`src/rtl/sig_pwl_pkg.sv`:
```
package sig_pwl_pkg;
  // Segment order follows increasing magnitude.
  typedef enum logic [1:0] {
    SEG_CENTER = 2'd0,
    SEG_KNEE   = 2'd1,
    SEG_TAIL   = 2'd2,
    SEG_SAT    = 2'd3
  } seg_e;
endpackage

```
`src/rtl/pwl_mag_region.sv`:
```
module pwl_mag_region
  import sig_pwl_pkg::*;
#(
  parameter int IN_W   = 16,
  parameter int FRAC_W = 8
) (
  input  logic [IN_W-1:0] x_i,
  output logic [IN_W-1:0] mag_o,
  output logic            neg_o,
  output seg_e            seg_o
);
  localparam logic [IN_W-1:0] BP_ONE  = IN_W'(1 << FRAC_W);
  localparam logic [IN_W-1:0] BP_KNEE = IN_W'(19 << (FRAC_W - 3));
  localparam logic [IN_W-1:0] BP_SAT  = IN_W'(5 << FRAC_W);

  always_comb begin
    neg_o = x_i[IN_W-1];
    // unsigned view: the most negative code maps to 2^(IN_W-1) without wrap
    mag_o = neg_o ? (~x_i + 1'b1) : x_i;
    if (mag_o < BP_ONE)       seg_o = SEG_CENTER;
    else if (mag_o < BP_KNEE) seg_o = SEG_KNEE;
    else if (mag_o < BP_SAT)  seg_o = SEG_TAIL;
    else                      seg_o = SEG_SAT;
  end
endmodule

```
`src/rtl/pwl_segment_eval.sv`:
```
module pwl_segment_eval
  import sig_pwl_pkg::*;
#(
  parameter int IN_W   = 16,
  parameter int FRAC_W = 8,
  parameter int OUT_W  = FRAC_W + 1
) (
  input  logic [IN_W-1:0]  mag_i,
  input  seg_e             seg_i,
  output logic [OUT_W-1:0] y_mag_o
);
  localparam logic [IN_W-1:0] C_CENTER = IN_W'(1 << (FRAC_W - 1));
  localparam logic [IN_W-1:0] C_KNEE   = IN_W'(5 << (FRAC_W - 3));
  localparam logic [IN_W-1:0] C_TAIL   = IN_W'(27 << (FRAC_W - 5));
  localparam logic [IN_W-1:0] C_ONE    = IN_W'(1 << FRAC_W);

  logic [IN_W-1:0] sum;

  always_comb begin
    unique case (seg_i)
      SEG_CENTER: sum = (mag_i >> 2) + C_CENTER;
      SEG_KNEE:   sum = (mag_i >> 3) + C_KNEE;
      SEG_TAIL:   sum = (mag_i >> 5) + C_TAIL;
      default:    sum = C_ONE;
    endcase
    y_mag_o = sum[OUT_W-1:0];
  end

  always_comb begin
    AST_NO_OVERFLOW: assert (sum[IN_W-1:OUT_W] == '0 && sum[OUT_W-1:0] <= C_ONE[OUT_W-1:0]);
  end
endmodule

```
`src/rtl/pwl_mirror.sv`:
```
module pwl_mirror #(
  parameter int FRAC_W = 8,
  parameter int OUT_W  = FRAC_W + 1
) (
  input  logic [OUT_W-1:0] y_mag_i,
  input  logic             neg_i,
  output logic [OUT_W-1:0] y_o
);
  localparam logic [OUT_W-1:0] ONE = OUT_W'(1 << FRAC_W);

  always_comb y_o = neg_i ? (ONE - y_mag_i) : y_mag_i;
endmodule

```
`src/rtl/sig_pwl_approx.sv`:
```
module sig_pwl_approx
  import sig_pwl_pkg::*;
#(
  parameter int IN_W   = 16,
  parameter int FRAC_W = 8
) (
  input  logic              clk_i,
  input  logic              rst_ni,
  input  logic              valid_i,
  input  logic [IN_W-1:0]   x_i,
  output logic              valid_o,
  output logic [FRAC_W:0]   y_o
);
  localparam int OUT_W = FRAC_W + 1;
  localparam logic [OUT_W-1:0] ONE = OUT_W'(1 << FRAC_W);

  logic [IN_W-1:0]  mag_d;
  logic             neg_d;
  seg_e             seg_d;

  logic             s1_valid_q;
  logic [IN_W-1:0]  s1_mag_q;
  logic             s1_neg_q;
  seg_e             s1_seg_q;

  logic [OUT_W-1:0] y_mag_d;
  logic [OUT_W-1:0] y_d;

  pwl_mag_region #(.IN_W(IN_W), .FRAC_W(FRAC_W)) u_region (
    .x_i   (x_i),
    .mag_o (mag_d),
    .neg_o (neg_d),
    .seg_o (seg_d)
  );

  always_ff @(posedge clk_i or negedge rst_ni) begin
    if (!rst_ni) begin
      s1_valid_q <= 1'b0;
      s1_mag_q   <= '0;
      s1_neg_q   <= 1'b0;
      s1_seg_q   <= SEG_CENTER;
    end else begin
      s1_valid_q <= valid_i;
      if (valid_i) begin
        s1_mag_q <= mag_d;
        s1_neg_q <= neg_d;
        s1_seg_q <= seg_d;
      end
    end
  end

  pwl_segment_eval #(.IN_W(IN_W), .FRAC_W(FRAC_W), .OUT_W(OUT_W)) u_eval (
    .mag_i   (s1_mag_q),
    .seg_i   (s1_seg_q),
    .y_mag_o (y_mag_d)
  );

  pwl_mirror #(.FRAC_W(FRAC_W), .OUT_W(OUT_W)) u_mirror (
    .y_mag_i (y_mag_d),
    .neg_i   (s1_neg_q),
    .y_o     (y_d)
  );

  always_ff @(posedge clk_i or negedge rst_ni) begin
    if (!rst_ni) begin
      valid_o <= 1'b0;
      y_o     <= '0;
    end else begin
      valid_o <= s1_valid_q;
      if (s1_valid_q) y_o <= y_d;
    end
  end

  AST_STAGE_IN: assert property (@(posedge clk_i) disable iff (!rst_ni)
    valid_i |=> s1_valid_q);
  AST_STAGE_OUT: assert property (@(posedge clk_i) disable iff (!rst_ni)
    s1_valid_q |=> valid_o);
  AST_HOLD: assert property (@(posedge clk_i) disable iff (!rst_ni)
    !s1_valid_q |=> (!valid_o && $stable(y_o)));
  AST_RANGE: assert property (@(posedge clk_i) disable iff (!rst_ni)
    valid_o |-> (y_o <= ONE));
  AST_SAT_LEVEL: assert property (@(posedge clk_i) disable iff (!rst_ni)
    (s1_valid_q && s1_seg_q == SEG_SAT) |=> (y_o == ($past(s1_neg_q) ? '0 : ONE)));
endmodule

```
`config.mk`:
```
export PLATFORM = sky130hd
export DESIGN_NAME = sig_pwl_approx
export DESIGN_NICKNAME = d
export VERILOG_FILES = /design/src/rtl/sig_pwl_pkg.sv /design/src/rtl/pwl_mag_region.sv /design/src/rtl/pwl_segment_eval.sv /design/src/rtl/pwl_mirror.sv /design/src/rtl/sig_pwl_approx.sv
export SDC_FILE = /design/constraint.sdc
export NUM_CORES = 1
export LEC_CHECK = 0
export ABC_AREA = 1
export BUFFER_PORTS_ARGS = -buffer_cell sky130_fd_sc_hd__buf_2
export CAP_MARGIN = 10
export CORE_MARGIN = 2
export CORE_UTILIZATION = 52
export DETAILED_ROUTE_END_ITERATION = 12
export PLACE_DENSITY = 0.72
export SYNTH_ARGS = -nofsm -noshare
export SYNTH_HDL_FRONTEND = slang
export SYNTH_SLANG_ARGS = --single-unit
export TNS_END_PERCENT = 30
```
`constraint.sdc`:
```
create_clock -name clk_i -period 1.5 [get_ports clk_i]
set_input_delay 0.15 -clock clk_i [delete_from_list [all_inputs] [get_ports clk_i]]
set_output_delay 0.15 -clock clk_i [all_outputs]
set_load 0.05 [all_outputs]
```
Word level (Yosys, flattened, before mapping)
Index checks and enable logic that the tools add are counted.
- memories: 0
- logic and storage cells: 24
- register bits after elaboration: 28
- latch bits: 0
- bits in read-only memories: 0
- RAM bits: 0
- input bits: 19
- muxes and demuxes: 6
- bitwise logic cells: 1
- divide/modulo/power cells: 0
- multiply operators: 0
- $lt $le $gt $ge: 3
- equality and inequality tests: 2
- shift-type cells: 0
- reductions and logical operators: 1
- add/subtract/negate cells: 5
- operators with widths (kind ; number):
    adder 9 x 8 -> 9 bit (second input constant) ; 3
    one-hot mux 9 bit (3 select lines) ; 1
    adder 16 x 1 -> 16 bit (second input constant) ; 1
    less-than comparator 16 x 10 -> 1 bit (second input constant) ; 1
    less-than comparator 16 x 11 -> 1 bit (second input constant) ; 1
    less-than comparator 16 x 9 -> 1 bit (second input constant) ; 1
    two-way mux 16 bit ; 1
    inverter 16 bit ; 1
    two-way mux 9 bit ; 1
    subtractor 9 bit (first input constant) ; 1
    two-way mux 2 bit ; 2
    equality test 2 x 1 -> 1 bit (second input constant) ; 1
    equality test 2 bit (second input constant) ; 1
    zero test 2 bit ; 1
    two-way mux 1 bit ; 1

Logic depth before layout (Yosys ltp)
Gate-level depths: netlist of run 1.
- word-level depth: 7
- depth in mapped cells: 15
- gate-level depth less buffers: 15

Modules after synthesis
From an unflattened synthesis of run 1, not the netlist that was laid out.
- cells, all modules: 350
- area total of the unflattened synthesis: 2341.0 um^2
- by module, submodules not included (module ; sequential area each (um^2) ; area each (um^2) ; times used ; cells each):
    sig_pwl_approx ; 750.7 ; 1123.6 ; 1 ; 120
    pwl_mag_region ; 0.0 ; 635.6 ; 1 ; 118
    pwl_segment_eval ; 0.0 ; 367.9 ; 1 ; 68
    pwl_mirror ; 0.0 ; 214.0 ; 1 ; 44

Least setup slack after synthesis of run 1
OpenSTA, ideal clock, no wires.
- path kind: register -> register
- from: register s1_seg_q[0]
- to: register y_o[8]
- data required time: 1382 ps
- arrival time: 1531 ps
- stages on the path, launching flop included: 13
- slack: -148 ps
- cell sequence: dfrtp_1 nor2_4 nand2_1 o21ai_1 a21oi_2 ha_1 inv_1 nor2_2 nand2_1 nor3_2 nand3_1 nand3_1 nand2_1
- word-level cells in the longest chain between the ends: 4
- ends and longest elaborated chain (item ; RTL line ; RTL):
    from (decl) ; sig_pwl_approx.sv:24 ; seg_e s1_seg_q;
    from (signal assigned) ; sig_pwl_approx.sv:47 ; s1_seg_q <= seg_d;
    equality test 2 bit (tied with other cells) ; pwl_segment_eval.sv:20 ; unique case (seg_i)
    one-hot mux 9 bit (3 select lines) * ; pwl_segment_eval.sv:20 ;
    subtractor 9 bit ; pwl_mirror.sv:11 ; always_comb y_o = neg_i ? (ONE - y_mag_i) : y_mag_i;
    two-way mux 9 bit * ; pwl_mirror.sv:11 ;
    to (signal assigned) ; sig_pwl_approx.sv:70 ; if (s1_valid_q) y_o <= y_d;
    to (decl) ; sig_pwl_approx.sv:12 ; output logic [FRAC_W:0] y_o
Every way passes the cells marked *; elsewhere a longest branch is shown, timed or not.
A chain may end at the register's enable or synchronous reset.

Final worst setup path of run 1
- from: register s1_seg_q[1]
- to: register y_o[8]
The elaborated chain is that of the path after synthesis.

==> results of run 1 <==
-- worst max path at each step --
| stage | startpoint | endpoint | slack [ns] | depth (start not counted) |
|---|---|---|---|---|
| finish | s1_seg_q[1] | y_o[8] | -0.23 | 11 |
| global route | s1_seg_q[1] | y_o[8] | -0.33 | 12 |
| CTS | s1_seg_q[0] | y_o[8] | -0.17 | 12 |
| detailed placement | s1_seg_q[1] | y_o[8] | -0.17 | 12 |
| global placement | s1_mag_q[9] | y_o[8] | -0.15 | 10 |
| floorplan | s1_seg_q[1] | y_o[4] | -0.11 | 12 |
-- metal layers --
layer / wire length (um) / track usage, % / share of wire, %
met2: 2520 / 45.0 / 53
met5: 0 / 0 / 0
met3: 117 / 1.52 / 2.5
met4: 67 / 8.67 / 1.4
met1: 2060 / 26.9 / 43
-- cell families (layout without fill, tap and decap cells) --
logic type,after synthesis,after routing
DFF,26,26
buffers and inverters,49,119
and+or+nand+nor,196,196
adders and majority gates,6,6
xor gates and xnor gates,9,9
AOI/OAI and AO/OA,36,36
-- stage by stage --
stage / power (mW) / worst slack (ns) / instances / instance area [sq um] / util [%]
floorplan: 1.55 / -0.109 / 322 / 2060 / -
global placement: 1.89 / -0.152 / 431 / 2530 / 67.6
detailed placement: 1.91 / -0.171 / 431 / 2530 / 67.6
CTS: 2.33 / -0.171 / 437 / 2610 / 69.7
global route: 2.55 / -0.328 / 440 / 2670 / 71.4
finish: 2.38 / -0.230 / 440 / 2670 / 71.4
-- cell type report --
| type | count | area [sq um] | share of cell area, % |
|---|---|---|---|
| inverters | 42 | 158 | 5.90 |
| well taps | 48 | 60.1 | 2.25 |
| flip-flops and latches | 26 | 652 | 24.4 |
| clock buffers | 4 | 45.0 | 1.68 |
| repair buffers | 73 | 480 | 18.0 |
| multi-input cells | 247 | 1280 | 47.8 |
-- power breakdown --
part	switching (mW)	internal, mW
Sequential	0.0736	0.803
Combinational	0.681	0.422
Clock	0.211	0.190
Total	0.966	1.42
-- state kept, by name (all words and copies together), names as in the netlist --
name and cells:
s1_valid_q 1, s1_neg_q 1, s1_seg_q 2, valid_o 1
y_o 9, s1_mag_q 12
-- synth_stat cells --
| cell type | instances |
|---|---|
| ha_1 | 6 |
| a21oi_2 | 1 |
| nand2_1 | 122 |
| nand4_1 | 2 |
| nor2_2 | 3 |
| nor3_1 | 2 |
| dfrtp_1 | 26 |
| o21ai_0 | 23 |
| o211ai_2 | 2 |
| nand3_1 | 25 |
| inv_1 | 40 |
| o21ai_1 | 4 |
| nor3_2 | 2 |
| nor2_4 | 3 |
| xnor2_1 | 2 |
| xor2_1 | 7 |
| inv_2 | 2 |
| nor2_1 | 27 |
| o21bai_1 | 1 |
| buf_2 | 2 |
| nand2_2 | 1 |
| a31oi_1 | 1 |
| nand2_4 | 1 |
| a21oi_1 | 4 |
| clkbuf_1 | 5 |
| nand3_2 | 3 |
| nand3b_1 | 5 |
-- worst max-delay path, stage by stage, from the launching register on --
cell,delay [ns]
dfrtp_1,0.43
inv_2,0.13
nor2_4,0.05
buf_4,0.17
nand2_1,0.12
o211ai_4,0.11
nor2_2,0.13
nand2_2,0.08
nor3_4,0.18
nand3_1,0.08
nand3_1,0.08
nand2_1,0.05
-- repair_timing --
item                                    CTS  global route
pin swaps                                 1            10
cloned                                    0             0
gates resized for setup                   8             8
endpoints found under the hold margin    26             0
buffers inserted                          1             3
endpoints found under the setup margin    8             9
hold buffers                              1             0
==> out/summary.txt, run 1 <==
First-pass detailed-route iteration total = 4
Syn nets = 347
Root buffer cell = clkbuf_8
# fillers = 320
Cell count after synthesis = 322
Post-layout min period = 1.73 ns
Failing checks = negative setup slack
Synth cell types = 27
Reg-to-reg slack, setup = -0.23 ns
Crit path DAT = 1.89 ns
Worst-margin pin slew = 0.580 ns
Max Cap Viol = 0
Flops & latches, synth = 26
CTS clk-pin slew, worst paths = 0.09 ns
Hold Startpoint = valid_i
WHS Endpoint = s1_valid_q
Sequential share of the synthesized area = 31.6%
Yosys Warn Count = 0
Core Area = 3740 sq um
Clock sink count = 26
CTS Buf Count = 3
P per Cell Area = 891 nW/um^2
Ant diodes = 0
Unrepaired setup endpoints after global routing = true
Synth Area in Compound Gates = 9.85%
Worst Hold Class = in -> reg
Routed WL per cell = 10.8 um
Synth Area in XOR/XNOR = 3.83%
Endpoints failing setup = 6
Post-Syn Area = 2060 sq um
Largest cells by area after synthesis = dfrtp_1 32%, nand2_1 22%, inv_1 7.3%
H-tree depth = 1
Ports = 29
DIE WIDTH = 66.9 um
Setup crit end kind = flop
FMAX = 0.578 GHz
Initial Utilization = 55.0%
Share of layout cells above drive strength 1 = 26.8%
Fin crit share = 115%
CTS Buffer Depth = 2
Crit-path max FO = 7
Worst vdd ir = 0.423 mV
GRT Overall Usage = 23.5%
Drt first-iter violations = 90
Post-synthesis adder-cell area fraction = 3.65%
WS Path Type = reg -> reg
Slew HR = 61.3%
Worst R2R End = y_o[8]
Worst Path Required = 1.66 ns
Top cell type's share of synthesized area = 31.6%
Commonest non-fill, non-tap cell in the layout = nand2_1
Largest net degree at the start of global routing = 27
Final wirelength = 4760 um
Initial antenna violation count = 0
CTS tree = yes
Vias in the first global route = 1958
Synth area leader = dfrtp_1
Setup ws final = -0.230 ns
Row cnt = 22
GP Congestion = 0.796
Post-synthesis mux area share = 0%
Vias per inst = 4.83
Critical path startpoint category = flop
Commonest non-fill, non-tap cells in the layout = 118 x nand2_1, 44 x buf_4, 37 x inv_1
Clock skew = 0.00445 ns
Hold_ws = 0.0553 ns
Hold depth = 1
Post-synthesis simple-gate area fraction = 42.0%
Die height = 66.9 um
Clock Latency Late Sink = 0.27 ns
Die area = 4480 sq um
Lkg Pwr = 1.46 nW
Grt ovf = 0
Avg Cell Area, Syn = 6.39 sq um
Largest family of logic cells by synthesized area = simple AND/OR/NAND/NOR gates
Hold Violations, Final = 0
Max Slew Vio Count = 0
RR Startpoint = s1_seg_q[1]
Setup TNS = -0.999 ns
Area delta synth->final = 29.9%
Vias = 2127
Status = finished with violations
Worst-case reg-to-reg path depth = 11
HPWL after DPL = 3750 um
# DRC = 0
Global-route wire length before repair = 8120 um
I/O Buffers = 28
Final Net Count = 418
Antenna-violating nets left = 0
Note: power is estimated with default switching activity, not from simulation.
==> run 2: changes to the inputs <==
==> constraint.sdc (replaced) <==
create_clock -name clk_i -period 1.5 [get_ports clk_i]
set_input_delay 0.075 -clock clk_i [delete_from_list [all_inputs] [get_ports clk_i]]
set_output_delay 0.075 -clock clk_i [all_outputs]
set_load 0.05 [all_outputs]
==> out/summary.txt, run 2 (synthesis gave the netlist of run 1 again) <==
Status = finished with violations
Failing checks = negative setup slack
Unrepaired setup endpoints after global routing = true
HPWL after DPL = 3760 um (+0.29%)
Grt ovf = 0 (unchanged)
Setup ws final = -0.281 ns (-0.0508 ns)
# DRC = 0 (unchanged)
Reg-to-reg slack, setup = -0.28 ns (-0.05 ns)
Largest registers = s1_mag_q (12), y_o (9), s1_seg_q (2)
CTS Buffer Depth = 2 (unchanged)
Initial antenna violation count = 0 (unchanged)
CTS Buf Count = 3 (unchanged)
Slew HR = 61.2% (-0.14 points)
Ports = 29 (unchanged)
FMAX = 0.562 GHz (-2.9%)
CP bufs+invs = 2 (unchanged)
Worst vdd ir = 0.388 mV (-8.3%)
First-pass detailed-route iteration total = 4 (unchanged)
Row cnt = 22 (unchanged)
H-tree depth = 1 (unchanged)
Area post-placement = 2430 sq um (-3.9%)
Ant diodes = 0 (unchanged)
Clock sink count = 26 (unchanged)
Die height = 66.9 um (unchanged)
Endpoints failing setup = 7 (+1)
Commonest non-fill, non-tap cell in the layout = nand2_1
DIE WIDTH = 66.9 um (unchanged)
CTS clk-pin slew, worst paths = 0.09 ns (about the same)
Post-layout min period = 1.78 ns (+0.0508 ns)
Fin crit share = 119% (+3.4 points)
Antenna-violating nets left = 0 (unchanged)
Vias per inst = 4.96 (+2.6%)
Crit path largest cell delay = 0.43 ns (about the same)
GRT Overall Usage = 24.0% (+0.56 points)
Vias in the first global route = 2065 (+5.5%)
CP max-delay cell = dfrtp_1
Worst Hold Class = in -> reg
Share of layout cells above drive strength 1 = 26.1% (-0.73 points)
Final Net Count = 406 (-2.9%)
I/O Buffers = 28 (unchanged)
Biggest register = s1_mag_q
Total power = 2.44 mW (+2.7%)
Crit-path max FO = 4 (-3)
Lkg Pwr = 1.42 nW (-2.8%)
Area delta synth->final = 27.5%
CTS tree = yes
Largest net degree at the start of global routing = 27 (unchanged)
WS Path Type = reg -> reg
Setup crit end kind = flop
Max Slew Vio Count = 0 (unchanged)
Die area = 4480 sq um (unchanged)
Final wirelength = 4880 um (+2.6%)
Commonest non-fill, non-tap cells in the layout = 111 x nand2_1, 37 x inv_1, 29 x buf_4
Clock skew = 0.00423 ns (-0.000220 ns)
Global-route wire length before repair = 8360 um (+3.0%)
Delay-heaviest family, CP = simple AND/OR/NAND/NOR gates
Root buffer cell = clkbuf_8
Vias = 2122 (-0.24%)
P per Cell Area = 931 nW/um^2 (+4.6%)
Worst Path Required = 1.67 ns (about the same)
GP Congestion = 0.796 (about the same)
Max reg flops = 12 (unchanged)
Drt first-iter violations = 92 (+2.2%)
Critical path startpoint category = flop
Routed WL per cell = 11.4 um (+5.5%)
Crit path DAT = 1.95 ns (+0.06 ns)
Worst-margin pin slew = 0.582 ns (+0.00209 ns)
Core Area = 3740 sq um (unchanged)
Cell Chain, Critical Path = inv_2 -> nand2_4 -> o21ai_2 -> a21oi_2 -> ha_4 -> inv_2 -> nor2_2 -> nand2_2 -> nor3_4 -> nand3_1 -> nand3_1 -> nand2_1
Post-layout instance area = 2630 sq um (-1.8%)
Clock Latency Late Sink = 0.27 ns (about the same)
Hold Violations, Final = 0 (unchanged)
Initial Utilization = 55.0% (unchanged)
Max Cap Viol = 0 (unchanged)
-- run 2: cell types whose count changed in the layout (fill, tap and decap cells not counted), moves of 2 or more --
cell     change
nand2_2      +6
buf_4       -15
buf_6        +2
nand2_1      -7
-- run 2: worst reg2reg max path: stages (launching register included) --
cell	delay, ns
dfrtp_1	0.43
inv_2	0.09
nand2_4	0.10
o21ai_2	0.06
a21oi_2	0.18
ha_4	0.17
inv_2	0.04
nor2_2	0.10
nand2_2	0.10
nor3_4	0.20
nand3_1	0.09
nand3_1	0.07
nand2_1	0.05
-- run 2: stage by stage --
step	setup TNS [ns]	instances	hold slack (ns)	utilization, %	setup slack (ns)
2_1_floorplan	-0.464	322	-0.221	-	-0.109
3_3_place_gp	-0.554	418	0.104	65.0	-0.157
3_5_place_dp	-0.801	418	0.109	65.0	-0.175
4_1_cts	-0.731	425	0.110	68.6	-0.194
5_1_grt	-1.98	428	0.145	70.1	-0.419
6_report	-1.14	428	0.112	70.1	-0.281
-- run 2: final cells by class --
type	count	area, sq um
sequential	26	652
timing repair buffer	61	400
tap	48	60.1
multi-input combinational	247	1300
inverter	42	160
clock buffer	4	55.1
fill	346	1120
-- run 2: final timing paths --
check                       startpoint  cells past startpoint           to
max in group asynchronous       rst_ni                      2  s1_seg_q[0]
setup reg to reg           s1_seg_q[1]                     12       y_o[8]
hold reg to reg                 y_o[6]                      2       y_o[6]
min in group asynchronous       rst_ni                      2       y_o[3]
setup / recovery           s1_seg_q[1]                     12       y_o[8]
hold / removal                  x_i[5]                      3  s1_mag_q[5]
-- run 2: power breakdown --
part | internal (mW) | switching, mW | total (mW) | leakage [nW]
sequential | 0.803 | 0.0743 | 0.877 | 0.314
combinational | 0.414 | 0.696 | 1.11 | 1.07
clock | 0.235 | 0.223 | 0.458 | 0.0288
total | 1.45 | 0.993 | 2.44 | 1.42
-- run 2: what timing repair did --
| item | 4_1_cts | 5_1_grt |
|---|---|---|
| pin swaps | 6 | 10 |
| hold buffers | 2 | 0 |
| setup endpoints to repair | 8 | 8 |
| buffers inserted | 2 | 3 |
| gates resized for setup | 15 | 11 |
| hold endpoints to repair | 27 | 0 |
-- run 2: per-layer routing --
layer	share of wire [%]	track usage (%)
met1	43	26.2
met2	52	48.8
met3	2.5	1.69
met4	1.8	6.63
met5	0	0
==> run 3: changes to the inputs <==
--- a/config.mk
+++ b/config.mk
@@ -9,9 +9,10 @@
 export BUFFER_PORTS_ARGS = -buffer_cell sky130_fd_sc_hd__buf_2
 export CAP_MARGIN = 10
 export CORE_MARGIN = 2
-export CORE_UTILIZATION = 52
+export CORE_UTILIZATION = 44
 export DETAILED_ROUTE_END_ITERATION = 12
-export PLACE_DENSITY = 0.72
+export MAX_ROUTING_LAYER = met4
+export PLACE_DENSITY = 0.62
 export SYNTH_ARGS = -nofsm -noshare
 export SYNTH_HDL_FRONTEND = slang
 export SYNTH_SLANG_ARGS = --single-unit
==> out/summary.txt, run 3 (synthesis gave the netlist of run 1 again) <==
Status = finished with violations
Failing checks = negative setup slack
Clock power share = 22.7% (+4.0 points)
Row cnt = 24 (+9.1%)
Worst-case reg-to-reg path depth = 12 (unchanged)
WHS Endpoint = s1_valid_q
Post-layout min period = 1.70 ns (-0.0829 ns)
HPWL after DPL = 3690 um (-1.9%)
Lkg Pwr = 1.42 nW (+0.49%)
Area post-placement = 2450 sq um (+0.82%)
Reg-to-reg slack, setup = -0.20 ns (+0.08 ns)
Max Cap Viol = 0 (unchanged)
Slew HR = 62.1% (+0.92 points)
Post-Place Worst Slack = -0.189 ns (-0.0139 ns)
Area delta synth->final = 28.5%
Final wirelength = 4690 um (-3.8%)
Global-route wire length before repair = 8250 um (-1.4%)
Die area = 5240 sq um (+17%)
Worst vdd ir = 0.363 mV (-6.3%)
Worst R2R End = y_o[8]
# DRC = 0 (unchanged)
FMAX = 0.589 GHz (+4.9%)
First-pass detailed-route iteration total = 5 (+1)
Initial Utilization = 46.3% (-8.7 points)
Ant diodes = 0 (unchanged)
Commonest non-fill, non-tap cells in the layout = 115 x nand2_1, 36 x inv_1, 32 x buf_4
Root buffer cell = clkbuf_8
CP max-delay cell = dfrtp_1
WS Path Type = reg -> reg
H-tree depth = 1 (unchanged)
Hold Violations, Final = 0 (unchanged)
Non-filler instance count after layout = 433 (+1.2%)
Hold_ws = 0.0614 ns (-0.0510 ns)
Worst Hold Class = in -> reg
Unrepaired setup endpoints after global routing = true
Critical path startpoint category = flop
Setup ws final = -0.198 ns (+0.0829 ns)
Post-layout instance area = 2640 sq um (+0.72%)
Crit path DAT = 1.87 ns (-0.08 ns)
Hold depth = 1 (-2)
Cell Chain, Critical Path = inv_2 -> nand2_4 -> o21ai_2 -> a21oi_2 -> ha_4 -> inv_2 -> nor2_4 -> nand2_2 -> nor3_4 -> nand3_1 -> nand3_1 -> nand2_1
Drt first-iter violations = 70 (-24%)
Ports = 29 (unchanged)
P per Cell Area = 968 nW/um^2 (+4.0%)
CTS Buf Count = 3 (unchanged)
CTS Buffer Depth = 2 (unchanged)
Clock skew = 0.00585 ns (+0.00162 ns)
Biggest register = s1_mag_q
Setup TNS = -0.681 ns (+0.462 ns)
Worst-margin pin slew = 0.568 ns (-0.0138 ns)
Initial antenna violation count = 0 (unchanged)
GP Congestion = 0.802 (+0.77%)
RR Startpoint = s1_seg_q[1]
Clock sink count = 26 (unchanged)
Worst Path Required = 1.67 ns (about the same)
CTS clk-pin slew, worst paths = 0.09 ns (about the same)
Routed WL per cell = 10.8 um (-4.9%)
CTS tree = yes
Largest registers = s1_mag_q (12), y_o (9), s1_seg_q (2)
Hold Startpoint = valid_i
Setup crit end kind = flop
DIE WIDTH = 72.4 um (+8.2%)
Max Slew Vio Count = 0 (unchanged)
Pint = 1.58 mW (+8.6%)
Vias = 2087 (-1.6%)
Combinational share of power = 43.1% (-2.3 points)
Commonest non-fill, non-tap cell in the layout = nand2_1
I/O Buffers = 28 (unchanged)
Fin crit share = 113% (-5.5 points)
Largest net degree at the start of global routing = 27 (unchanged)
Antenna-violating nets left = 0 (unchanged)
Endpoints failing setup = 6 (-1)
Max reg flops = 12 (unchanged)
Placed insts = 424 (+1.4%)
GRT Overall Usage = 20.0% (-4.0 points)
Grt ovf = 0 (unchanged)
Total power = 2.56 mW (+4.7%)
Die height = 72.4 um (+8.2%)
Clock Latency Late Sink = 0.27 ns (about the same)
Vias in the first global route = 1926 (-6.7%)
Crit path largest cell delay = 0.43 ns (about the same)
Core Area = 4440 sq um (+19%)
Crit-path max FO = 3 (-1)
Switch Pwr = 0.984 mW (-0.91%)
Share of layout cells above drive strength 1 = 26.2% (+0.19 points)
Sw Share = 38.4% (-2.2 points)
Share of power burned in registers = 34.2% (-1.7 points)
Final Net Count = 407 (+0.25%)
Vias per inst = 4.82 (-2.8%)
Fin util = 59.5% (-11 points)
-- run 3: changes by cell type in the layout (fill, tap and decap cells not counted), sizes merged --
| cell | change |
|---|---|
| buf | +2 |
| bufinv | +1 |
| clkbuf | -1 |
| dlygate4sd3 | -1 |
-- run 3: layer usage --
layer | share of wire [%] | GRT usage (%) | vias to the layer above
met5 | 0 | - | -
met4 | 1.4 | 6.17 | 0
met3 | 2.3 | 1.25 | 5
li1 | - | - | 1130
met1 | 46 | 23.6 | 914
met2 | 50 | 36.5 | 38
-- run 3: how the worst max path moves through the flow --
stage          slack, ns        start  cells after the start     end
3_5_place_dp       -0.19  s1_mag_q[9]                     10  y_o[8]
2_1_floorplan      -0.11  s1_seg_q[1]                     12  y_o[4]
3_3_place_gp       -0.15  s1_mag_q[9]                     10  y_o[8]
4_1_cts            -0.17  s1_seg_q[1]                     12  y_o[8]
5_1_grt            -0.34  s1_seg_q[1]                     12  y_o[8]
6_report           -0.20  s1_seg_q[1]                     12  y_o[8]
-- run 3: final cells by class --
cell class / count / area [sq um]
fill: 436 / 1800
multi-input combinational: 247 / 1300
sequential: 26 / 652
timing repair buffer: 62 / 402
inverter: 42 / 158
tap: 52 / 65.1
clock buffer: 3 / 41.3
clock inverter: 1 / 30.0
-- run 3: repair_timing --
item | in CTS | in global routing
pin swaps | 7 | 7
hold buffers | 1 | 0
setup endpoints to repair | 7 | 8
setup buffers | 3 | 1
gates cloned | 0 | 0
gates resized for setup | 13 | 10
endpoints found under the hold margin | 26 | 0
-- run 3: critical path, delay by kind of cell (launching register included) --
kind	cells	cell delay, ns
adder cells (fa/ha/maj)	1	0.16
buffers and inverters	2	0.13
AO/OA/AOI/OAI	2	0.22
AND/OR/NAND/NOR	7	0.66
flip-flops	1	0.43
-- run 3: power by group through the flow --
stage	logic [mW]	clock network, mW	registers, mW
6_report	1.10	0.582	0.875
5_1_grt	1.23	0.615	0.891
4_1_cts	1.06	0.596	0.875
3_5_place_dp	1.01	0	0.888
3_3_place_gp	0.996	0	0.886
2_1_floorplan	0.463	0	1.09
